===== src/rtl/eeprom_tgt_pkg.sv =====
package eeprom_tgt_pkg;

  // Sequencer phases of a transfer.
  typedef enum logic [2:0] {
    ST_IDLE,
    ST_ADDR,
    ST_OFS_HI,
    ST_OFS_LO,
    ST_DATA0,
    ST_DATAN,
    ST_TX
  } seq_st_t;

  // Number of target addresses / memory windows.
  localparam int NBANK = 2;

  // Byte returned outside a window.
  localparam logic [7:0] FILL_BYTE = 8'hFF;

endpackage


===== src/rtl/tgt_rst_sync.sv =====
module tgt_rst_sync (
  input  logic clk,
  input  logic rst_n,
  output logic rst_q
);

  logic meta_q;

  // Assert asynchronously, release on the second clock edge.
  always_ff @(posedge clk or negedge rst_n) begin
    if (!rst_n) begin
      meta_q <= 1'b0;
      rst_q  <= 1'b0;
    end else begin
      meta_q <= 1'b1;
      rst_q  <= meta_q;
    end
  end

endmodule


===== src/rtl/tgt_bank.sv =====
module tgt_bank #(
  parameter int DEPTH = 16,
  parameter int IW    = $clog2(DEPTH) + 1
) (
  input  logic          clk,
  input  logic          rst_n,
  input  logic          wr_en,
  input  logic [IW-1:0] wr_addr,
  input  logic [7:0]    wr_data,
  input  logic          rd_en,
  input  logic [IW-1:0] rd_addr,
  output logic [7:0]    rd_data,
  input  logic          base_ld,
  input  logic [IW-1:0] base_in,
  output logic [IW-1:0] base_q
);

  localparam int AW = $clog2(DEPTH);

  logic [7:0] mem [DEPTH];

  // The sequencer only issues addresses below the window size (<= DEPTH),
  // so the top pointer bit is not needed for indexing.
  logic unused_hi;
  assign unused_hi = &{1'b0, wr_addr[IW-1], rd_addr[IW-1]};

  // Storage: no reset, write and registered read share the clock.
  always_ff @(posedge clk) begin
    if (wr_en) begin
      mem[wr_addr[AW-1:0]] <= wr_data;
    end
  end

  always_ff @(posedge clk) begin
    if (rd_en) begin
      rd_data <= mem[rd_addr[AW-1:0]];
    end
  end

  // Remembered start offset of this window.
  always_ff @(posedge clk or negedge rst_n) begin
    if (!rst_n) begin
      base_q <= '0;
    end else if (base_ld) begin
      base_q <= base_in;
    end
  end

endmodule


===== src/rtl/tgt_seq.sv =====
module tgt_seq
  import eeprom_tgt_pkg::*;
#(
  parameter int IW = 5
) (
  input  logic                       clk,
  input  logic                       rst_n,
  input  logic                       cfg_sub16,
  input  logic [NBANK-1:0][IW-1:0]   win_size,
  input  logic [NBANK-1:0][IW-1:0]   win_bound,
  input  logic [NBANK-1:0][IW-1:0]   win_base,
  input  logic [NBANK-1:0][7:0]      win_rdata,
  input  logic                       ev_start,
  input  logic                       ev_restart,
  input  logic                       ev_stop,
  input  logic                       ev_err,
  input  logic                       ev_match,
  input  logic                       match_sel,
  input  logic                       match_rd,
  input  logic                       ev_rx,
  input  logic [7:0]                 rx_byte,
  input  logic                       tx_req,
  output logic                       cur_sel,
  output logic                       mem_we,
  output logic                       mem_re,
  output logic [IW-1:0]              mem_addr,
  output logic                       base_ld,
  output logic [IW-1:0]              base_val,
  output logic                       ack_vld,
  output logic                       ack_ok,
  output logic                       tx_vld,
  output logic [7:0]                 tx_byte,
  output logic                       done_vld,
  output logic                       done_sel,
  output logic                       done_rd
);

  seq_st_t       st_q, st_d;
  logic          sel_q, sel_d;
  logic [IW-1:0] idx_q, idx_d;
  logic [7:0]    hi_q, hi_d;
  logic          ack_vld_q, ack_vld_d;
  logic          ack_ok_q, ack_ok_d;
  logic          tx_vld_q, tx_vld_d;
  logic          pad_q, pad_d;
  logic          done_vld_q, done_vld_d;
  logic          done_sel_q, done_sel_d;
  logic          done_rd_q, done_rd_d;

  logic [IW-1:0] size_s;
  logic [IW-1:0] bound_s;
  logic [15:0]   ofs16;
  logic          ofs_fits;
  logic          idx_in_win;
  logic          idx_writable;
  logic          in_xfer;
  logic          ev_end;
  logic          ev_begin;

  assign size_s       = win_size[sel_q];
  assign bound_s      = win_bound[sel_q];
  assign ofs16        = {hi_q, rx_byte};
  assign ofs_fits     = ofs16 < 16'(size_s);
  assign idx_in_win   = idx_q < size_s;
  assign idx_writable = idx_in_win && (idx_q < bound_s);
  assign in_xfer      = (st_q == ST_OFS_HI) || (st_q == ST_OFS_LO) ||
                        (st_q == ST_DATA0)  || (st_q == ST_DATAN)  ||
                        (st_q == ST_TX);
  assign ev_end       = ev_stop | ev_err;
  assign ev_begin     = ev_start | ev_restart;

  // Next-state logic.
  always_comb begin
    st_d       = st_q;
    sel_d      = sel_q;
    idx_d      = idx_q;
    hi_d       = hi_q;
    ack_vld_d  = 1'b0;
    ack_ok_d   = 1'b0;
    tx_vld_d   = 1'b0;
    pad_d      = pad_q;
    done_vld_d = 1'b0;
    done_sel_d = done_sel_q;
    done_rd_d  = done_rd_q;
    mem_we     = 1'b0;
    mem_re     = 1'b0;
    base_ld    = 1'b0;
    base_val   = ofs16[IW-1:0];

    if (ev_end || ev_begin) begin
      // Any bus condition closes the current transfer.
      if (in_xfer) begin
        done_vld_d = 1'b1;
        done_sel_d = sel_q;
        done_rd_d  = (st_q == ST_TX);
      end
      st_d = ev_end ? ST_IDLE : ST_ADDR;
    end else begin
      unique case (st_q)
        ST_IDLE: begin
          st_d = ST_IDLE;
        end
        ST_ADDR: begin
          if (ev_match) begin
            sel_d = match_sel;
            hi_d  = 8'h00;
            if (match_rd) begin
              st_d  = ST_TX;
              idx_d = win_base[match_sel];
            end else begin
              st_d = cfg_sub16 ? ST_OFS_HI : ST_OFS_LO;
            end
          end
        end
        ST_OFS_HI: begin
          if (ev_rx) begin
            hi_d      = rx_byte;
            ack_vld_d = 1'b1;
            ack_ok_d  = 1'b1;
            st_d      = ST_OFS_LO;
          end
        end
        ST_OFS_LO: begin
          if (ev_rx) begin
            ack_vld_d = 1'b1;
            if (ofs_fits) begin
              ack_ok_d = 1'b1;
              base_ld  = 1'b1;
              idx_d    = ofs16[IW-1:0];
              st_d     = ST_DATA0;
            end else begin
              st_d = ST_IDLE;
            end
          end
        end
        ST_DATA0, ST_DATAN: begin
          if (ev_rx) begin
            ack_vld_d = 1'b1;
            if (idx_writable) begin
              mem_we   = 1'b1;
              ack_ok_d = 1'b1;
              idx_d    = IW'(idx_q + 1'b1);
              st_d     = ST_DATAN;
            end
          end
        end
        ST_TX: begin
          if (tx_req) begin
            mem_re   = idx_in_win;
            tx_vld_d = 1'b1;
            pad_d    = !idx_in_win;
            if (idx_in_win) begin
              idx_d = IW'(idx_q + 1'b1);
            end
          end
        end
        default: begin
          st_d = ST_IDLE;
        end
      endcase
    end
  end

  // State registers.
  always_ff @(posedge clk or negedge rst_n) begin
    if (!rst_n) begin
      st_q       <= ST_IDLE;
      sel_q      <= 1'b0;
      idx_q      <= '0;
      hi_q       <= 8'h00;
      ack_vld_q  <= 1'b0;
      ack_ok_q   <= 1'b0;
      tx_vld_q   <= 1'b0;
      pad_q      <= 1'b0;
      done_vld_q <= 1'b0;
      done_sel_q <= 1'b0;
      done_rd_q  <= 1'b0;
    end else begin
      st_q       <= st_d;
      sel_q      <= sel_d;
      idx_q      <= idx_d;
      hi_q       <= hi_d;
      ack_vld_q  <= ack_vld_d;
      ack_ok_q   <= ack_ok_d;
      tx_vld_q   <= tx_vld_d;
      pad_q      <= pad_d;
      done_vld_q <= done_vld_d;
      done_sel_q <= done_sel_d;
      done_rd_q  <= done_rd_d;
    end
  end

  assign cur_sel  = sel_q;
  assign mem_addr = idx_q;
  assign ack_vld  = ack_vld_q;
  assign ack_ok   = ack_ok_q;
  assign tx_vld   = tx_vld_q;
  assign tx_byte  = pad_q ? FILL_BYTE : win_rdata[sel_q];
  assign done_vld = done_vld_q;
  assign done_sel = done_sel_q;
  assign done_rd  = done_rd_q;

endmodule


===== src/rtl/eeprom_tgt_seq.sv =====
module eeprom_tgt_seq
  import eeprom_tgt_pkg::*;
#(
  parameter  int DEPTH = 16,
  localparam int IW    = $clog2(DEPTH) + 1
) (
  input  logic          clk,
  input  logic          rst_n,
  input  logic          cfg_sub16,
  input  logic [IW-1:0] size_a,
  input  logic [IW-1:0] bound_a,
  input  logic [IW-1:0] size_b,
  input  logic [IW-1:0] bound_b,
  input  logic          ev_start,
  input  logic          ev_restart,
  input  logic          ev_stop,
  input  logic          ev_err,
  input  logic          ev_match,
  input  logic          match_sel,
  input  logic          match_rd,
  input  logic          ev_rx,
  input  logic [7:0]    rx_byte,
  output logic          ack_vld,
  output logic          ack_ok,
  input  logic          tx_req,
  output logic          tx_vld,
  output logic [7:0]    tx_byte,
  output logic          done_vld,
  output logic          done_sel,
  output logic          done_rd
);

  logic                     rst_q;
  logic [NBANK-1:0][IW-1:0] win_size;
  logic [NBANK-1:0][IW-1:0] win_bound;
  logic [NBANK-1:0][IW-1:0] bank_base;
  logic [NBANK-1:0][7:0]    bank_rdata;
  logic                     cur_sel;
  logic                     mem_we;
  logic                     mem_re;
  logic [IW-1:0]            mem_addr;
  logic                     base_ld;
  logic [IW-1:0]            base_val;

  assign win_size[0]  = size_a;
  assign win_size[1]  = size_b;
  assign win_bound[0] = bound_a;
  assign win_bound[1] = bound_b;

  tgt_rst_sync u_rst (
    .clk   (clk),
    .rst_n (rst_n),
    .rst_q (rst_q)
  );

  tgt_seq #(.IW(IW)) u_seq (
    .clk        (clk),
    .rst_n      (rst_q),
    .cfg_sub16  (cfg_sub16),
    .win_size   (win_size),
    .win_bound  (win_bound),
    .win_base   (bank_base),
    .win_rdata  (bank_rdata),
    .ev_start   (ev_start),
    .ev_restart (ev_restart),
    .ev_stop    (ev_stop),
    .ev_err     (ev_err),
    .ev_match   (ev_match),
    .match_sel  (match_sel),
    .match_rd   (match_rd),
    .ev_rx      (ev_rx),
    .rx_byte    (rx_byte),
    .tx_req     (tx_req),
    .cur_sel    (cur_sel),
    .mem_we     (mem_we),
    .mem_re     (mem_re),
    .mem_addr   (mem_addr),
    .base_ld    (base_ld),
    .base_val   (base_val),
    .ack_vld    (ack_vld),
    .ack_ok     (ack_ok),
    .tx_vld     (tx_vld),
    .tx_byte    (tx_byte),
    .done_vld   (done_vld),
    .done_sel   (done_sel),
    .done_rd    (done_rd)
  );

  // One storage window per target address.
  for (genvar g = 0; g < NBANK; g++) begin : g_bank
    logic hit;
    assign hit = (cur_sel == 1'(g));

    tgt_bank #(.DEPTH(DEPTH), .IW(IW)) u_bank (
      .clk     (clk),
      .rst_n   (rst_q),
      .wr_en   (mem_we && hit),
      .wr_addr (mem_addr),
      .wr_data (rx_byte),
      .rd_en   (mem_re && hit),
      .rd_addr (mem_addr),
      .rd_data (bank_rdata[g]),
      .base_ld (base_ld && hit),
      .base_in (base_val),
      .base_q  (bank_base[g])
    );
  end

endmodule


===== config.mk =====
export PLATFORM = sky130hd
export DESIGN_NAME = eeprom_tgt_seq
export DESIGN_NICKNAME = d
export VERILOG_FILES = /design/src/rtl/eeprom_tgt_pkg.sv /design/src/rtl/tgt_rst_sync.sv /design/src/rtl/tgt_bank.sv /design/src/rtl/tgt_seq.sv /design/src/rtl/eeprom_tgt_seq.sv
export SDC_FILE = /design/constraint.sdc
export NUM_CORES = 1
export LEC_CHECK = 0
export BUFFER_PORTS_ARGS = -buffer_cell sky130_fd_sc_hd__buf_2
export CORE_MARGIN = 4
export CORE_UTILIZATION = 55
export DETAILED_ROUTE_END_ITERATION = 10
export GPL_TIMING_DRIVEN = 0
export PLACE_DENSITY = 0.72
export SETUP_SLACK_MARGIN = 0.3
export SYNTH_ARGS = -nofsm -noshare
export SYNTH_HDL_FRONTEND = slang
export SYNTH_SLANG_ARGS = --single-unit
export TNS_END_PERCENT = 10

===== constraint.sdc =====
create_clock -name clk -period 4.3 [get_ports clk]
set_clock_uncertainty 0.05 [all_clocks]
set_input_delay 0.645 -clock clk [delete_from_list [all_inputs] [get_ports clk]]
set_output_delay 0.645 -clock clk [all_outputs]
set_load 0.01 [all_outputs]

==> qor.yml <==
timing:
  worstMarginPinSlew_ps: 1180
  tns_ps: 0
  fin_crit_ps: 3880
  setup_viol: 0
  rsz0062_at_grt: "true"
  hold_ws_ps: 232
  slew_violations: 0
  hold_viol: 0
  fmax_mhz: 258
  post-route-period-util_pct: 90.2
  maxSlewHeadroom_pct: 20.5
synth:
  syn_nets: 727
  synth.avg_cell_area_sq_um: 19.1
  ys_async_sr_fraction_pct: 11.7
  yosys_warnings: 0
  ys_types: 54
  synth-seq-cells: 308
  synth_ff_type: "edfxtp_1"
  syn_area_sq_um: 12800
  netlist_instances: 671
  synth-edff-count: 272
  ys_seq_area_share_pct: 70.8
power_and_ir_drop:
  powerDensity_nw_per_um2: 439
  p_leak_nw: 5.08
  peakVddDrop_mv: 0.302
global_route:
  grt_pass1_vias: 6991
  antenna_found_initial: 0
  grt_max_degree: 38
  overflow: 0
  grtUsageTotal_pct: 21.6
  grt_pass1_wl_um: 42700
setup_path:
  reg2reg_depth: 12
  cp-endpoint: "g_bank[1].u_bank.mem[7][1]$_DFFE_PP_"
  worstPathMaxFanout: 10
  slowest_delay_ps: 480
  path_class: "register to register"
  startpoint_type: "register"
  cp-startpoint: "u_seq.cur_sel$_DFFE_PN0P_"
  path_cells: "clkbuf_4, clkbuf_4, buf_6, mux2i_2, ha_1, a21oi_1, o21ai_1, nor4_4, and4_2, and2_2, buf_6, and3_2"
  r2r_end: "g_bank[1].u_bank.mem[7][1]$_DFFE_PP_"
  worstPathArrival_ps: 4060
  rrSetupSlack_ps: 420
  worstSetupEndpointType: "register"
  slowest_stage: "dfrtp_2"
  cp.required_ps: 4480
  r2r-start: "u_seq.cur_sel$_DFFE_PN0P_"
routing:
  drtPass1Iterations: 5
  wl_um: 27700
  avgRoutedWirePerCell_um: 25.2
  drt_iter0_drc: 598
  drc_errors: 0
  ant_nets: 0
  vias: 6866
  viasPerCell: 6.26
floorplan:
  core_area_sq_um: 22800
  rows: 55
  io_pins: 54
  fp.dieH_um: 161
  die_area_sq_um: 25800
  die_x_um: 161
  start_util_pct: 56.2
layout:
  final_cell_mix: "272 x edfxtp_1, 80 x mux4_2, 59 x buf_2"
  antenna_cells: 0
  fin_nets: 815
  layout_commonest_cell: "edfxtp_1"
  area_growth_syn_to_layout_pct: 14.7
  drive_above_1_share_pct: 32.8
min_path:
  hold_path_class: "input port to register"
placement:
  io_buffer_count: 52
  hpwlAfterDp_um: 18000
  gp_congestion: 0.865
clock_network:
  h-tree-depth: 1
  cts_buffers: 31
  cts_tree: "done"
  cts_max_path_buffers: 3
  clock_latency_ps: 550
  cts_root_buffer: "clkbuf_16"
  cts.sinks: 308
  clk_pin_slew_worst_paths_ps: 60
status:
  outcome: "complete, no violations"
flow_run:
  drv_cap: 0
## critical path, delay by kind of cell (launching register included)
| kind | cells | cell delay [ps] |
|---|---|---|
| adder cells (fa/ha/maj) | 1 | 290 |
| buffers and inverters | 4 | 880 |
| flip-flops | 1 | 480 |
| AO/OA/AOI/OAI | 2 | 360 |
| AND/OR/NAND/NOR | 4 | 1200 |
| multiplexers | 1 | 280 |
## through the flow
step	cell area, sq um	instances	setup WS (ps)	util, %	power (mW)
after CTS	14600	1095	327	64.1	6.47
after global routing	14700	1097	279	64.5	6.64
after floorplan	12800	671	691	-	3.54
after global placement	13500	1036	-485	59.1	3.69
final	14700	1097	419	64.5	6.44
after detailed placement	13500	1036	-687	59.1	3.70
## per-layer routing
metal | part of all wire, % | GRT usage, % | vias up
li1 | - | - | 2937
met1 | 41 | 31.2 | 3553
met2 | 50 | 35.5 | 331
met3 | 7.5 | 3.49 | 45
met4 | 1.7 | 4.73 | 0
met5 | 0 | 0 | -
## registers in the layout (all words and copies together), names as in the netlist
register / cells
g_bank.u_bank.base_q: 10
g_bank.u_bank.mem: 256
g_bank.u_bank.rd_data: 16
u_rst.meta_q: 1
u_rst.rst_q: 1
u_seq.ack_ok: 1
u_seq.ack_vld: 1
u_seq.cur_sel: 1
u_seq.done_rd: 1
u_seq.done_sel: 1
u_seq.done_vld: 1
u_seq.hi_q: 8
u_seq.mem_addr: 5
u_seq.pad_q: 1
u_seq.st_q: 3
u_seq.tx_vld: 1
## what timing repair did
action / in CTS / in global routing
setup endpoints to repair: 287 / 255
buffers inserted: 0 / 2
resized for setup: 43 / 13
pin swaps: 1 / 3
cloned: 0 / 0
hold endpoints to repair: 2 / 0
hold buffers: 1 / 0
## logic make-up (layout without fill, tap and decap cells)
logic type	count (synthesis)	in the layout	synth area share, %
mux	110	110	16.8
buf+inv	45	158	1.63
fa+ha+maj	16	16	1.56
flops	308	308	70.8
other cells	1	1	0.0293
compound gates	74	74	4.10
simple gates	116	116	4.98
xor+xnor	1	1	0.0684
## cell type report
class                      count  area [sq um]
clock buffer                  37           798
buffer                        38           196
fill                        1529          8090
multi-input combinational    318          3640
inverter                       7          26.3
sequential                   308          9070
timing repair buffer          55           298
tap                          313           392
clock inverter                21           270
## where the power goes
part	internal (mW)	switching, mW	total, mW
registers	3.26	0.0189	3.28
logic	0.148	0.223	0.371
clock network	1.69	1.10	2.79
total	5.10	1.34	6.44
## synth_stat cells (all sizes together) (3+ instances only)
cell    number  area share, %
nand2b       4           0.20
o211ai       5           0.33
a21o         3           0.18
mux4        80             14
dfrtp       36            7.0
edfxtp     272             64
nor4         7           0.46
a211oi       3           0.18
inv          7           0.21
nor2b       13           0.64
and3        25            1.2
nor3         4           0.20
and2         3           0.17
clkbuf      20           0.59
buf         18           0.84
nor2        22           0.65
mux2i       14            1.1
mux2        16            1.6
ha          16            1.6
nand3        6           0.23
o21ai       16           0.63
a22o         8           0.55
a211o        9           0.62
a21oi       17           0.69
nand2       22           0.65
## how the worst min path moves through the flow
stage,cells after the start,slack (ps),to,startpoint
2_1_floorplan,0,280,u_rst.rst_q$_DFF_PN0_,u_rst.meta_q$_DFF_PN0_
3_3_place_gp,0,290,u_rst.rst_q$_DFF_PN0_,u_rst.meta_q$_DFF_PN0_
3_5_place_dp,0,300,u_rst.rst_q$_DFF_PN0_,u_rst.meta_q$_DFF_PN0_
4_1_cts,2,210,u_seq.st_q[0]$_DFFE_PN0P_,ev_err
5_1_grt,2,220,u_seq.st_q[0]$_DFFE_PN0P_,ev_err
6_report,2,230,u_seq.st_q[0]$_DFFE_PN0P_,ev_err
(Power assumes the default switching activity.)
